--- src/rtl/pwm_cmp_chan.sv ---
module pwm_cmp_chan #(
  parameter int W = 8,
  parameter int MW = 7
) (
  input  logic          clk,
  input  logic          rst_n,
  input  logic [W-1:0]  cnt_lo,
  input  logic          cnt_wrap,
  input  logic          wr_en,
  input  logic          wr_sel,
  input  logic [W-1:0]  wr_data,
  output logic [W-1:0]  reload_q,
  output logic [W-1:0]  active_q,
  output logic [MW-1:0] mode_q,
  output logic          pwm_out
);
  localparam int PWM_BIT = 0;
  localparam int CMP_BIT = 1;

  logic pwm_on;
  assign pwm_on = mode_q[PWM_BIT] & mode_q[CMP_BIT] & ~|mode_q[MW-1:2];

  always_ff @(posedge clk) begin
    if (!rst_n) begin
      reload_q <= '0;
      mode_q   <= '0;
    end else if (wr_en) begin
      if (wr_sel) mode_q   <= wr_data[MW-1:0];
      else        reload_q <= wr_data;
    end
  end

  always_ff @(posedge clk) begin
    if (!rst_n)                active_q <= '0;
    else if (cnt_wrap && pwm_on) active_q <= reload_q;
  end

  assign pwm_out = ~pwm_on | (cnt_lo >= active_q);
endmodule

--- config.mk ---
export PLATFORM = sky130hd
export DESIGN_NAME = pwm_cmp_chan
export DESIGN_NICKNAME = d
export VERILOG_FILES = /design/src/rtl/pwm_cmp_chan.sv
export SDC_FILE = /design/constraint.sdc
export NUM_CORES = 1
export LEC_CHECK = 0
export BUFFER_PORTS_ARGS = -buffer_cell sky130_fd_sc_hd__buf_2
export CAP_MARGIN = 20
export CORE_MARGIN = 2
export CORE_UTILIZATION = 42
export CTS_CLUSTER_SIZE = 25
export DETAILED_ROUTE_END_ITERATION = 10
export PLACE_DENSITY_LB_ADDON = 0.3
export SLEW_MARGIN = 20
export SYNTH_ARGS = -nofsm -noshare
export SYNTH_HDL_FRONTEND = slang
export SYNTH_SLANG_ARGS = --single-unit
--- constraint.sdc ---
create_clock -name clk -period 1.5 [get_ports clk]
set_input_delay 0.075 -clock clk [delete_from_list [all_inputs] [get_ports clk]]
set_output_delay 0.075 -clock clk [all_outputs]
set_load 0.05 [all_outputs]
Word level (Yosys, flattened, before mapping)
Index checks and enable logic that the tools add are counted.
Word-level totals
  register bits after elaboration: 23
  input bits: 21
  output and inout bits: 24
  word-level logic and storage cells: 14
Operators by class
  magnitude comparators: 1
  bitwise operators: 5
  reduce and logical (&&, ||, !) cells: 5
Operator list (count)
  $ge A8 B8 Y1: 1
  $reduce_or A5 Y1: 1
  $reduce_and A2 Y1: 2
  $and A1 B1 Y1: 2
  $not A1 Y1: 2
  $logic_and A1 B1 Y1: 1
  $logic_not A1 Y1: 1
  $or A1 B1 Y1: 1

Longest topological paths before layout
  depth in word-level cells: 5
  mapped depth: 5
  gate-level depth less buffers: 5

Worst setup path after synthesis
No wires, ideal clock.
  path type: flip-flop to output port
  start: register active_q[3]
  end: output pwm_out
  data arrival time: 3.014 ns
  required time: 1.425 ns
  setup slack: -1.589 ns
  cell stages (with the launch flop): 6
  buffers on the path: 0
  cell sequence: dfxtp_1 inv_1 ha_1 o21a_1 a21oi_1 o311ai_0
Between the ends
  longest elaborated chain between the ends: 2
RTL lines
  from (decl): RTL line 13  | output logic [W-1:0] active_q,
  from (signal assigned): RTL line 35  | else if (cnt_wrap && pwm_on) active_q <= reload_q;
  $ge A8 B8 Y1: RTL line 38  | assign pwm_out = ~pwm_on | (cnt_lo >= active_q);
  $or A1 B1 Y1: RTL line 38
  to (decl): RTL line 15  | output logic pwm_out
No other way between the ends.

Final worst setup path
  start: register active_q[2]
  end: output pwm_out
Same word-level chain as after synthesis.

==> results.json <==
{
  "grt_pass1_vias": 1010,
  "finalClockSkew_ns": 0.00303,
  "fin_util": 0.625,
  "cp_num_buf_inv": 2,
  "hp-start": "wr_data[6]",
  "seq_area_um2": 474,
  "cts_tree": "done",
  "worstPathArrival_ns": 1.82,
  "cts.clk_slew.worst_paths_ns": 0.12,
  "timing.rr.end": "active_q[3]",
  "crit_fanout": 2,
  "layout_setup_ws_ns": -0.392,
  "worst_path_max_delay_cell": "or4_4",
  "areaGrowthSynthToFinish_pct": 40.0,
  "reg2regPathDepth": 4,
  "cpPeakStageDelay_ns": 0.54,
  "status": "finished with violations",
  "fmax_mhz": 529,
  "path_cells": "inv_2 -> ha_4 -> or4_4 -> a21oi_4 -> o311ai_4 -> buf_6",
  "hold_depth": 3,
  "drive_above_1_share": 0.415,
  "avgSynthCellArea_um2": 8.39,
  "cts_num_sinks": 23,
  "multi_input_area_um2": 652,
  "cp_top_family": "simple AND/OR/NAND/NOR gates",
  "wl_per_cell_um": 11.7,
  "syn_area_um2": 1120,
  "drv_slew": 0,
  "antenna_found_initial": 0,
  "clock_path_buffers": 2,
  "die_h_um": 55.6,
  "fillCellCount": 239,
  "place_hpwl_um": 1970,
  "grt_first_pass_wirelength_um": 4380,
  "finalPower_uw": 1150,
  "final_area_um2": 1560,
  "vias": 1075,
  "setup_viol": 3,
  "drtPass1Iterations": 4,
  "gp_congestion": 0.809,
  "drt-total-wl_um": 2550,
  "min_to": "reload_q[6]",
  "synth_fp_nets": 162,
  "whs_ns": 0.0162,
  "period_needed_ns": 1.89,
  "ioPinCount": 45,
  "start_util": 0.446,
  "num_antenna_cells": 0,
  "dieArea_um2": 3090,
  "powerDensity_nw_per_um2": 733,
  "cp-start-kind": "flop",
  "h-tree-depth": 1,
  "final_common_cell": "buf_2",
  "num-nets-final": 218,
  "ys_seq_elements": 23,
  "io_buffers": 44,
  "startpoint": "active_q[2]",
  "post-route-period-util": 1.26,
  "first_iter_violations": 25,
  "synth_warnings": 0,
  "synth_cells": 133,
  "viasPerCell": 4.93,
  "synth_seq_area_share": 0.413,
  "tightest_slew_ns": 0.476,
  "cp-end-kind": "output port",
  "overflow": 0,
  "worstHoldPathType": "input port to flop",
  "placed_cell_area_um2": 1460,
  "slew_headroom": 0.682,
  "core_area_um2": 2500,
  "leakage_uw": 0.000682,
  "numCtsBuffers": 3,
  "fp.dieW_um": 55.6,
  "drc": 0,
  "ys_types": 19,
  "maxCapViolCount": 0,
  "cp.required_ns": 1.42,
  "grt.total_usage": 0.178,
  "r2r_slack_ns": -0.04,
  "root_buffer": "clkbuf_4",
  "drtAntennaViolNets": 0,
  "clkLatencyLatePin_ns": 0.31,
  "rows": 18,
  "r2r-start": "mode_q[6]",
  "final_cell_mix": "43 x buf_2, 41 x nand2_1, 16 x dfxtp_1",
  "failed_checks": "negative setup slack",
  "worstSetupPathType": "flop to output port",
  "rsz0062_at_grt": "true",
  "grt_max_degree": 32,
  "ir_drop_uv": 610,
  "finalHoldViolCount": 0
}
synthesized netlist by cell type:
cell type | number | area (µm²)
nand2_1 | 41 | 154
dfxtp_1 | 23 | 460
a21boi_0 | 15 | 113
inv_1 | 9 | 33.8
ha_1 | 8 | 100
mux2i_1 | 8 | 80.1
nand3_1 | 8 | 40.0
clkbuf_1 | 7 | 26.3
a21oi_1 | 3 | 15.0
nand2b_1 | 2 | 12.5
a21o_1 | 1 | 7.51
nor2b_1 | 1 | 6.26
nor3_1 | 1 | 5.00
nor4_4 | 1 | 21.3
o21a_1 | 1 | 7.51
o311ai_0 | 1 | 8.76
or3_1 | 1 | 6.26
or4_1 | 1 | 7.51
or4_4 | 1 | 11.3
worst register-to-register path, stage by stage (launching register included):
cell and delay (ns):
dfxtp_4 0.36, or4_4 0.53, nor4_4 0.17, buf_6 0.19, mux2i_1 0.22
layout make-up:
type | instances | area share
tap | 30 | 0.0240
inverter | 9 | 0.0216
multi-input combinational | 94 | 0.417
timing repair buffer | 58 | 0.216
clock inverter | 1 | 0.00320
sequential | 23 | 0.303
clock buffer | 3 | 0.0144
worst max path at each step:
stage          depth (start not counted)  slack (ns)           to
3_5_place_dp                           6       -0.19      pwm_out
3_3_place_gp                           6       -0.14      pwm_out
4_1_cts                                6       -0.41      pwm_out
2_1_floorplan                          3       -0.31  active_q[1]
6_report                               6       -0.39      pwm_out
5_1_grt                                6       -0.44      pwm_out
cell families after synthesis:
kind of cell             synth area share
flip-flops                          0.413
AND/OR/NAND/NOR                     0.237
adder cells (fa/ha/maj)            0.0897
AO/OA/AOI/OAI                       0.136
buffers and inverters              0.0538
multiplexers                       0.0718
power breakdown:
group	switching, µW	internal, µW
Clock	185	99.9
Combinational	143	76.5
Sequential	14.0	628
Total	342	804
registers in the layout, summed over array words and instances (netlist names):
| name | cells |
|---|---|
| mode_q | 7 |
| active_q | 8 |
| reload_q | 8 |
repair_timing:
| item | in CTS | in global routing |
|---|---|---|
| pin swaps | 5 | 1 |
| setup buffers | 1 | 1 |
| gates resized for setup | 11 | 1 |
| endpoints found under the hold margin | 1 | 0 |
| endpoints found under the setup margin | 9 | 9 |
| hold buffers | 1 | 0 |
routing by layer:
metal	track usage	vias up	part of all wire
met2	0.311	33	0.49
met4	0.0836	0	0.017
met5	0	-	0
met3	0.0234	5	0.047
met1	0.213	485	0.45
li1	-	552	-
stage by stage:
step	worst slack (ns)	setup TNS, ns	std cells
global placement	-0.139	-0.815	211
global route	-0.444	-1.04	218
floorplan	-0.314	-2.79	133
detailed placement	-0.188	-1.05	211
CTS	-0.407	-0.416	217
finish	-0.392	-0.432	218
(Power assumes the default switching activity.)
